**config.mk**
```make
export PLATFORM = sky130hd
export DESIGN_NAME = uart_rx_front
export DESIGN_NICKNAME = d
export VERILOG_FILES = /design/src/rtl/uart_rx_pkg.sv /design/src/rtl/rx_sync.sv /design/src/rtl/rx_tick_count.sv /design/src/rtl/rx_shift.sv /design/src/rtl/uart_rx_front.sv
export SDC_FILE = /design/constraint.sdc
export NUM_CORES = 1
export LEC_CHECK = 0
export BUFFER_PORTS_ARGS = -buffer_cell sky130_fd_sc_hd__buf_2
export CORE_MARGIN = 1.5
export CORE_UTILIZATION = 56
export CTS_CLUSTER_SIZE = 12
export DETAILED_ROUTE_END_ITERATION = 6
export PLACE_DENSITY = 0.77
export SYNTH_ARGS = -nofsm -noshare
export SYNTH_HDL_FRONTEND = slang
export SYNTH_SLANG_ARGS = --single-unit
export TNS_END_PERCENT = 20
```
**constraint.sdc**
```tcl
create_clock -name clk -period 2.13 [get_ports clk]
set_input_delay 0.1065 -clock clk [delete_from_list [all_inputs] [get_ports clk]]
set_output_delay 0.1065 -clock clk [all_outputs]
set_load 0.02 [all_outputs]
```
**src/rtl/uart_rx_pkg.sv**
```systemverilog
package uart_rx_pkg;
    typedef enum logic [2:0] {
        S_IDLE,
        S_START,
        S_DATA,
        S_STOP,
        S_WAIT_HIGH
    } rx_state_e;
endpackage

```
**src/rtl/rx_sync.sv**
```systemverilog
// Synchronises the asynchronous line into the clock domain; resets to idle-high.
module rx_sync #(
    parameter int STAGES = 2
) (
    input  logic clk,
    input  logic rst_n,
    input  logic din,
    output logic dout
);
    logic [STAGES-1:0] chain;

    generate
        if (STAGES == 1) begin : g_single
            always_ff @(posedge clk or negedge rst_n) begin
                if (!rst_n) chain <= '1;
                else        chain <= din;
            end
        end else begin : g_multi
            always_ff @(posedge clk or negedge rst_n) begin
                if (!rst_n) chain <= '1;
                else        chain <= {chain[STAGES-2:0], din};
            end
        end
    endgenerate

    assign dout = chain[STAGES-1];
endmodule

```
**src/rtl/rx_tick_count.sv**
```systemverilog
// Counts sample ticks within a bit; flags the mid-bit and end-of-bit ticks.
module rx_tick_count #(
    parameter int OSR = 16
) (
    input  logic clk,
    input  logic rst_n,
    input  logic tick,
    input  logic clr,
    output logic hit_mid,
    output logic hit_end
);
    localparam int CW = $clog2(OSR);
    localparam logic [CW-1:0] MID_LAST = CW'(OSR / 2 - 1);
    localparam logic [CW-1:0] END_LAST = CW'(OSR - 1);

    logic [CW-1:0] cnt;

    always_ff @(posedge clk or negedge rst_n) begin
        if (!rst_n)          cnt <= '0;
        else if (clr)        cnt <= '0;
        else if (hit_end)    cnt <= '0;
        else if (tick)       cnt <= cnt + 1'b1;
    end

    assign hit_mid = tick && (cnt == MID_LAST);
    assign hit_end = tick && (cnt == END_LAST);
endmodule

```
**src/rtl/rx_shift.sv**
```systemverilog
// Right-shifting register: the first bit in ends in the least significant position.
module rx_shift #(
    parameter int WIDTH = 8
) (
    input  logic             clk,
    input  logic             rst_n,
    input  logic             en,
    input  logic             bit_in,
    output logic [WIDTH-1:0] q
);
    always_ff @(posedge clk or negedge rst_n) begin
        if (!rst_n)  q <= '0;
        else if (en) q <= {bit_in, q[WIDTH-1:1]};
    end
endmodule

```
**src/rtl/uart_rx_front.sv**
```systemverilog
module uart_rx_front
    import uart_rx_pkg::*;
#(
    parameter int DATA_BITS   = 8,
    parameter int OSR         = 16,
    parameter int SYNC_STAGES = 2
) (
    input  logic                 clk,
    input  logic                 rst_n,
    input  logic                 tick,
    input  logic                 rxd,
    output logic [DATA_BITS-1:0] data_out,
    output logic                 data_valid,
    output logic                 frame_err
);
    localparam int IW = (DATA_BITS > 1) ? $clog2(DATA_BITS) : 1;
    localparam logic [IW-1:0] LAST_IDX = IW'(DATA_BITS - 1);

    rx_state_e            state, nxt;
    logic                 rx_s;
    logic                 hit_mid, hit_end;
    logic                 cnt_clr;
    logic                 shift_en;
    logic [DATA_BITS-1:0] shift_q;
    logic [IW-1:0]        bit_idx;

    rx_sync #(.STAGES(SYNC_STAGES)) u_sync (
        .clk   (clk),
        .rst_n (rst_n),
        .din   (rxd),
        .dout  (rx_s)
    );

    rx_tick_count #(.OSR(OSR)) u_cnt (
        .clk     (clk),
        .rst_n   (rst_n),
        .tick    (tick),
        .clr     (cnt_clr),
        .hit_mid (hit_mid),
        .hit_end (hit_end)
    );

    rx_shift #(.WIDTH(DATA_BITS)) u_shift (
        .clk    (clk),
        .rst_n  (rst_n),
        .en     (shift_en),
        .bit_in (rx_s),
        .q      (shift_q)
    );

    assign cnt_clr  = (state == S_IDLE) || (state == S_START && hit_mid);
    assign shift_en = (state == S_DATA) && hit_end;

    // Next-state logic
    always_comb begin
        nxt = state;
        unique case (state)
            S_IDLE:      if (!rx_s)                   nxt = S_START;
            S_START:     if (hit_mid)                 nxt = rx_s ? S_IDLE : S_DATA;
            S_DATA:      if (hit_end && bit_idx == LAST_IDX) nxt = S_STOP;
            S_STOP:      if (hit_end)                 nxt = S_WAIT_HIGH;
            S_WAIT_HIGH: if (rx_s)                    nxt = S_IDLE;
            default:                                  nxt = S_IDLE;
        endcase
    end

    // State register
    always_ff @(posedge clk or negedge rst_n) begin
        if (!rst_n) state <= S_IDLE;
        else        state <= nxt;
    end

    // Data-bit index
    always_ff @(posedge clk or negedge rst_n) begin
        if (!rst_n)                bit_idx <= '0;
        else if (state != S_DATA)  bit_idx <= '0;
        else if (hit_end)          bit_idx <= bit_idx + 1'b1;
    end

    // Outputs
    always_ff @(posedge clk or negedge rst_n) begin
        if (!rst_n) begin
            data_out   <= '0;
            data_valid <= 1'b0;
            frame_err  <= 1'b0;
        end else begin
            data_valid <= 1'b0;
            if (state == S_STOP && hit_end) begin
                data_out   <= shift_q;
                data_valid <= 1'b1;
                frame_err  <= ~rx_s;
            end
        end
    end

    // One strobe per character
    p_valid_single_r2: assert property (@(posedge clk) disable iff (!rst_n)
        data_valid |=> !data_valid);

    // A strobe only follows the stop-bit state
    p_valid_after_stop_r2: assert property (@(posedge clk) disable iff (!rst_n)
        data_valid |-> $past(state) == S_STOP);

    // Data phase entered only when the start-centre sample was low
    p_start_confirmed_r3: assert property (@(posedge clk) disable iff (!rst_n)
        (state == S_DATA && $past(state) == S_START) |-> !$past(rx_s));

    // Rearm only after the line was seen high
    p_rearm_high_r6: assert property (@(posedge clk) disable iff (!rst_n)
        (state == S_IDLE && $past(state) == S_WAIT_HIGH) |-> $past(rx_s));

    // Stop phase follows the last data bit
    p_stop_after_last_r2: assert property (@(posedge clk) disable iff (!rst_n)
        (state == S_STOP && $past(state) == S_DATA) |-> $past(bit_idx) == LAST_IDX);
endmodule

```
* Word-level counts from Yosys, hierarchy flattened *
Cells that the tools add are included.
Widths: inputs -> output; s select.

storage, ports and cells
  flip-flop bits (word level) = 30
  logic and storage cells = 48
  bits in read-only memories = 0
  bits of input ports = 4
  output and inout port bits = 10
  RAM bits = 0
  memories kept = 0
  latch bits = 0

cells by class
  divide/modulo/power cells = 0
  mux-type cells = 13
  add/subtract/negate cells = 2
  magnitude comparators = 0
  reductions and logical operators = 11
  eq/ne operators = 13
  shifts and indexed selects = 0
  $mul = 0
  bitwise operators = 1

operators by type and width
  cell                 count
  $mux 3               7
  $pmux 3 s5           1
  $mux 4               3
  $eq 3x2->1 const B   2
  $eq 3x3->1 const B   2
  $logic_and 1x1->1    6
  $ne 2x2->1 const B   3
  $reduce_and 5->1     1
  $add 4x1->4 const B  1
  $eq 4x3->1 const B   1
  $eq 4x4->1 const B   1
  $ne 2x1->1 const B   2
  $add 3x1->3 const B  1
  $eq 3x1->1 const B   1
  $logic_not 3->1      1
  $ne 3x2->1 const B   1
  $reduce_bool 3->1    1
  $mux 2               1
  $reduce_bool 2->1    1
  $logic_or 1x1->1     1
  $mux 1               1
  $not 1->1            1

* Longest topological paths before layout *
Gate-level depths: netlist of run 1.

  depth in word-level cells = 5
  mapped depth = 5
  gate-level depth less buffers = 4

* Cells and area by module *
From an unflattened synthesis of run 1, not the netlist that was laid out.

second synthesis, totals
  cells, all modules = 97
  area total of the unflattened synthesis = 1352.5 um2

modules (own cells, without submodules)
  module         times used  area each (um2)  sequential area each (um2)  cells each
  uart_rx_front  1           740.7            400.4                       53
  rx_shift       1           331.6            200.2                       17
  rx_tick_count  1           227.7            100.1                       25
  rx_sync        1           52.6             52.6                        2

* Worst setup path before layout of run 1 *
No wires, ideal clock.

  path kind = reg2reg
  start point = register u_cnt.cnt[0]
  end point = register data_out[0]
  buffers on the path = 1
  path slack = 0.502 ns
  stages on the path, launching flop included = 6
  library setup time = 0.125 ns
  data arrival time = 1.503 ns
  clock period less this slack = 1.628 ns
  data required time = 2.005 ns
  path through = dfrtp_1 > ha_1 > nand4_4 > nor2_2 > buf_6 > mux2_2

on the way
  word-level cells in the longest chain between the ends = 3

RTL lines
  item                    RTL line             source
  start, declared         rx_tick_count.sv:16  logic [CW-1:0] cnt;
  start signal, assigned  rx_tick_count.sv:22  else if (tick) cnt <= cnt + 1'b1;
  $eq 4x4->1              rx_tick_count.sv:26  assign hit_end = tick && (cnt == END_LAST);
  $logic_and 1x1->1       rx_tick_count.sv:26
  $logic_and 1x1->1       uart_rx_front.sv:88  if (state == S_STOP && hit_end) begin
  end signal, assigned    uart_rx_front.sv:89  data_out <= shift_q;
  end, declared           uart_rx_front.sv:12  output logic [DATA_BITS-1:0] data_out,

No other way between the ends.
A chain may end at the register's enable or synchronous reset.

* Worst setup path after layout of run 1 *
Ends and elaborated chain as after synthesis.

==> results of run 1 <==
## cell usage after synthesis
master    number  area, sq um
or3_1          1        6.260
nand4_4        1        21.27
a21boi_0       1        7.510
or3b_1         1        8.760
dfstp_2        2        52.55
and4_1         1        8.760
buf_2          2        10.01
o311ai_0       1        8.760
inv_1          3        11.26
a21oi_1        4        20.02
a211oi_1       1        7.510
buf_6          1        11.26
nand4b_1       1        8.760
mux2i_1        3        30.03
nand2b_1       3        18.77
nand3b_1       2        15.01
nor2_1         7        26.28
nand2_1        3        11.26
dfrtp_1       28        700.7
a31o_2         1        8.760
xor2_1         2        17.52
ha_1           3        37.54
nor2_2         1        6.260
nor2_8         1        20.02
o211ai_1       1        7.510
mux2_2        17        191.4
o21ai_0        1        5.000
## power by group through the flow
stage	sequential [mW]	combinational (mW)	clock, mW
4_1_cts	0.681	0.185	0.482
3_3_place_gp	0.688	0.175	0
3_5_place_dp	0.691	0.181	0
6_report	0.681	0.180	0.465
2_1_floorplan	0.679	0.144	0
5_1_grt	0.695	0.211	0.507
## registers in the layout, indices dropped and copies added (netlist names)
signal,count
bit_idx,3
data_out,8
data_valid,1
frame_err,1
state,3
u_cnt.cnt,4
u_shift.q,8
u_sync.chain,2
## cell families (layout without fill, tap and decap cells)
| kind of cell | count (synthesis) | count (layout) | share of synthesized area [%] |
|---|---|---|---|
| flip-flops | 30 | 30 | 58.90 |
| AND/OR/NAND/NOR | 22 | 22 | 11.84 |
| multiplexers | 20 | 20 | 17.32 |
| AO/OA/AOI/OAI | 10 | 10 | 5.089 |
| buffers and inverters | 6 | 27 | 2.544 |
| adder cells (fa/ha/maj) | 3 | 3 | 2.936 |
| XOR/XNOR | 2 | 2 | 1.370 |
## area by class of cell
| type | count | area (sq um) | area share (%) |
|---|---|---|---|
| sequential | 30 | 753.2 | 51.23 |
| multi-input combinational | 57 | 493.0 | 33.53 |
| timing repair buffer | 16 | 92.59 | 6.298 |
| clock buffer | 7 | 55.05 | 3.745 |
| tap | 28 | 35.03 | 2.383 |
| clock inverter | 1 | 30.03 | 2.043 |
| inverter | 3 | 11.26 | 0.7660 |
## layer usage
layer | wire, microns | up-vias
met3 | 82 | 7
met1 | 881 | 388
met5 | 0 | -
li1 | - | 368
met2 | 876 | 13
met4 | 44 | 0
## critical path, cell delays in order (launching register included)
cell     delay [ns]
dfrtp_1        0.40
ha_1           0.30
nand4_4        0.12
nor2_2         0.47
mux2_2         0.40
## layout by cell type (no fill, tap or decap), drive strengths merged
| cell type | n |
|---|---|
| a211oi | 1 |
| a21boi | 1 |
| a21oi | 4 |
| a31o | 1 |
| and4 | 1 |
| buf | 14 |
| bufinv | 1 |
| clkbuf | 7 |
| dfrtp | 28 |
| dfstp | 2 |
| dlygate4sd3 | 2 |
| ha | 3 |
| inv | 3 |
| mux2 | 17 |
| mux2i | 3 |
| nand2 | 3 |
| nand2b | 3 |
| nand3b | 2 |
| nand4 | 1 |
| nand4b | 1 |
| nor2 | 9 |
| o211ai | 1 |
| o21ai | 1 |
| o311ai | 1 |
| or3 | 1 |
| or3b | 1 |
| xor2 | 2 |
## metrics by stage
stage	area, sq um	total power, mW	worst slack (ns)
finish	1470	1.326	0.3157
detailed placement	1365	0.8723	0.3270
CTS	1470	1.348	0.3099
floorplan	1279	0.8225	0.5021
global route	1470	1.413	0.1512
global placement	1365	0.8632	0.3893
## worst max path at each step
stage / slack, ns / startpoint / end
after detailed placement: 0.33 / u_cnt.cnt[0]$_DFFE_PN0P_ / data_out[6]$_DFFE_PN0P_
after global placement: 0.39 / u_cnt.cnt[0]$_DFFE_PN0P_ / frame_err$_DFFE_PN0P_
after global routing: 0.15 / u_cnt.cnt[0]$_DFFE_PN0P_ / data_out[6]$_DFFE_PN0P_
after floorplan: 0.50 / u_cnt.cnt[0]$_DFFE_PN0P_ / data_out[0]$_DFFE_PN0P_
after CTS: 0.31 / u_cnt.cnt[0]$_DFFE_PN0P_ / data_out[0]$_DFFE_PN0P_
final: 0.32 / u_cnt.cnt[0]$_DFFE_PN0P_ / data_out[0]$_DFFE_PN0P_
==> impl_metrics.yaml, run 1 <==
logic_synthesis:
  ys_seq_area_share_pct: 58.90
  syn_area_sq_um: 1279
  syn_area_per_cell_sq_um: 13.75
  synth_nets: 100
  yosysWarnings: 0
  synthCells: 93
  synth_seq_cells: 30
  yosysUniqueCellTypes: 27
power_and_ir_drop:
  switchingPower_uw: 346.2
  p_leak_nw: 0.7758
  cell_internal_pwr_uw: 980.1
  cellPowerDensity_nw_per_um2: 902.2
  comb_power_share_pct: 13.6
  ir_drop_mv: 0.7684
  pwr-share-seq_pct: 51.4
  p_clk_share_pct: 35.0
  swShare_pct: 26.11
layout:
  final_cells: 142
  fin_util_pct: 67.10
  fillers: 173
  syn_to_final_growth_pct: 14.97
  drive_gt1_share_pct: 38.60
  nNetsFinal: 120
  antennaDiodeCount: 0
grt:
  grt_pass1_vias: 752
  top_usage_layer: "met2"
  grt_usage_pct: 18.85
  grt_max_degree: 31
  use_met1_pct: 22.62
  grtUsageMet3_pct: 8.929
  grt_pass1_wl_microns: 3374
  met2_usage_pct: 28.29
  antenna_found_initial: 0
  overflow: 0
routing:
  via_per_inst: 5.465
  routed_wl_microns: 1886
  drtIter0Drc: 7
  postRouteAntennaNets: 0
  drc: 0
  firstDrtPassIters: 4
  via_count: 776
  wl_per_cell_microns: 13.28
setup_path:
  cp_max_fo: 11
  crit_type: "reg -> reg"
  reg2reg_depth: 4
  cp_data_required_time_ns: 2.34
  timing.rr.end: "data_out[0]$_DFFE_PN0P_"
  critPathLaunchType: "flop"
  endpoint_kind: "flop"
  ff2ff_setup_slack_ns: 0.32
  r2r_start: "u_cnt.cnt[0]$_DFFE_PN0P_"
  arrival_ns: 2.03
clock_tree:
  post_cts_buffers: 0
  cts_sinks: 30
  ctsHoldBuffers: 2
  clkSlewWorstSetupHoldPaths_ns: 0.09
  h-tree-depth: 2
  cts_resized: 0
  cts_buffers: 5
  cts_tree: "built"
  clockBufferDepth: 2
  worstSkewPairLatency_ns: 0.33
  cts_root_buffer: "clkbuf_4"
min_path:
  hold_path_class: "in -> reg"
  hold_start: "tick"
  hold_end: "u_cnt.cnt[0]$_DFFE_PN0P_"
  hold_depth: 3
die:
  rows: 17
  io_pins: 14
  die-area_sq_um: 2579
  core_area_sq_um: 2191
  start_util_pct: 58.37
  die_w_microns: 50.79
  fp.dieH_microns: 50.79
run_status:
  status: "complete, no violations"
timing:
  rsz0062_at_grt: "no"
  setup_viol: 0
  fin_tns_setup_ns: 0
  slew_violations: 0
  hold_viol: 0
  finalCritPeriodShare_pct: 85.18
  fin_worst_skew_ns: 0.007307
  tightest_slew_ns: 0.6355
  maxSlewHeadroom_pct: 57.64
  min_period_ns: 1.814
  fmax_mhz: 551.2
  hold_ws_ns: 0.1385
place:
  dp_cells: 132
  io_buffers: 13
  routabilityCongestion: 0.7775
  dpl.hpwl_microns: 1312
job:
  cap_violations: 0
(Power assumes the default switching activity.)
==> run 2, diff against run 1 <==
CAP_MARGIN = 20   (was default)
clock period = 1.8 ns   (was 2.13 ns; I/O delays follow)
==> run 2 against run 1 <==
  * Highest routed layer unchanged
  * Critical path depth rose by 1
  * Cell area barely moved
  * Non-clock buffer count rose by 1
  * First-iteration DRC count rose by 43%
  * Clock skew rose by 0.0034 ns
  * Via count fell by 0.13%
  * Clock power fell by 10%
==> impl_metrics.yaml, run 2 (synthesized netlist as in run 1, its figures left out) <==
grt:
  antenna_found_initial: 0
  overflow: 0
  grt_max_degree: 31
  grt_usage_pct: 20.91
  grt_pass1_wl_microns: 3739
  grt_pass1_vias: 839
clock_tree:
  cts_resized: 0
  cts_root_buffer: "clkbuf_4"
  post_cts_buffers: 0
  cts_sinks: 30
  worstSkewPairLatency_ns: 0.33
  clkSlewWorstSetupHoldPaths_ns: 0.10
  h-tree-depth: 2
  clockBufferDepth: 2
  cts_buffers: 5
  cts_tree: "built"
setup_path:
  cp-startpoint: "u_cnt.cnt[0]$_DFFE_PN0P_"
  arrival_ns: 1.89
  critPathLaunchType: "flop"
  endpoint_kind: "flop"
  r2r_start: "u_cnt.cnt[0]$_DFFE_PN0P_"
  ff2ff_setup_slack_ns: 0.13
  cp_data_required_time_ns: 2.02
  cp_max_fo: 11
  crit_type: "reg -> reg"
layout:
  antennaDiodeCount: 0
  ff_latch_area_sq_um: 753.2
  nNetsFinal: 121
  fillers: 169
  multi_input_area_sq_um: 493.0
  fin_util_pct: 67.05
  drive_gt1_share_pct: 40.00
  mostFrequentLayoutCell: "dfrtp_1"
  final_cell_mix: "dfrtp_1 (28), mux2_2 (17), buf_2 (13), nor2_1 (7), clkbuf_4 (5)"
  top_regs: "data_out: 8 flops, u_shift.q: 8 flops, u_cnt.cnt: 4 flops"
  syn_to_final_growth_pct: 14.87
  finalInstanceArea_sq_um: 1469
timing:
  min_period_ns: 1.670
  fin_worst_skew_ns: 0.01066
  finalCritPeriodShare_pct: 92.79
  setup_viol: 0
  fmax_mhz: 598.7
  maxSlewHeadroom_pct: 56.72
  fin_tns_setup_ns: 0
  tightest_slew_ns: 0.6491
  slew_violations: 0
  hold_ws_ns: 0.1232
  rsz0062_at_grt: "no"
  hold_viol: 0
die:
  start_util_pct: 58.37
  die_w_microns: 50.79
  die-area_sq_um: 2579
  fp.dieH_microns: 50.79
  io_pins: 14
  rows: 17
  core_area_sq_um: 2191
routing:
  via_per_inst: 5.420
  firstDrtPassIters: 4
  via_count: 775
  drc: 0
  wl_per_cell_microns: 14.48
  drtIter0Drc: 10
  routed_wl_microns: 2071
  postRouteAntennaNets: 0
power_and_ir_drop:
  pwr-share-seq_pct: 55.9
  ir_drop_mv: 0.6663
  swShare_pct: 29.81
  comb_power_share_pct: 15.2
  p_leak_nw: 0.7727
  cellPowerDensity_nw_per_um2: 986.1
  p_total_mw: 1.449
  switchingPower_uw: 431.8
  cell_internal_pwr_mw: 1.017
  p_clk_share_pct: 28.8
min_path:
  hold_start: "tick"
  hold_path_class: "in -> reg"
place:
  routabilityCongestion: 0.7146
  dpl.hpwl_microns: 1436
  io_buffers: 13
  placed_cell_area_sq_um: 1385
job:
  cap_violations: 0
run_status:
  status: "complete, no violations"
## run 2: cell count changes in the layout (fill, tap and decap cells not counted)
cell        previous run  this run
buf_12                 0         1
bufinv_16              1         0
clkbuf_1               1         0
clkinv_2               0         1
clkinvlp_4             0         1
## run 2: through the flow
stage,setup slack (ns),cells
after detailed placement,0.1362,133
after CTS,0.1212,143
after global routing,0.03050,143
final,0.1297,143
after global placement,0.1836,133
after floorplan,0.1721,93
## run 2: power by group through the flow
stage	clock network [mW]	registers, mW	logic (mW)
4_1_cts	0.428	0.809	0.222
5_1_grt	0.463	0.822	0.255
6_report	0.417	0.810	0.221
3_3_place_gp	0	0.815	0.204
2_1_floorplan	0	0.803	0.170
3_5_place_dp	0	0.819	0.219
## run 2: timing repair
action / in CTS / in global routing
hold buffers: 2 / 0
endpoints found under the hold margin: 29 / 0
setup endpoints to repair: 0 / 0
## run 2: path summary, 6_finish.rpt
check	to	cells past startpoint
worst max-delay path	data_out[7]$_DFFE_PN0P_	5
worst min-delay path	u_cnt.cnt[0]$_DFFE_PN0P_	3
worst max register to register	data_out[7]$_DFFE_PN0P_	5
worst min register to register	u_sync.chain[1]$_DFF_PN1_	0
max in group asynchronous	u_cnt.cnt[3]$_DFFE_PN0P_	2
min in group asynchronous	frame_err$_DFFE_PN0P_	2
## run 2: routing by layer
layer	track usage (%)	vias up	wire length, microns
li1	-	372	-
met1	23.49	385	870
met2	33.55	16	1094
met3	10.12	2	88
met4	9.459	0	17
met5	0	-	0
## run 2: critical path: stages (launching register included)
cell     delay, ns
dfrtp_1       0.41
ha_1          0.29
nand4_4       0.18
nor2_2        0.19
buf_12        0.15
mux2_2        0.33
## run 2: final cells by class
cell class | instances | area share (%)
Inverter | 3 | 0.7666
Multi-Input combinational cell | 57 | 33.56
Clock inverter | 2 | 0.8518
Clock buffer | 6 | 3.492
Sequential cell | 30 | 51.28
Tap cell | 28 | 2.385
Timing Repair Buffer | 17 | 7.666
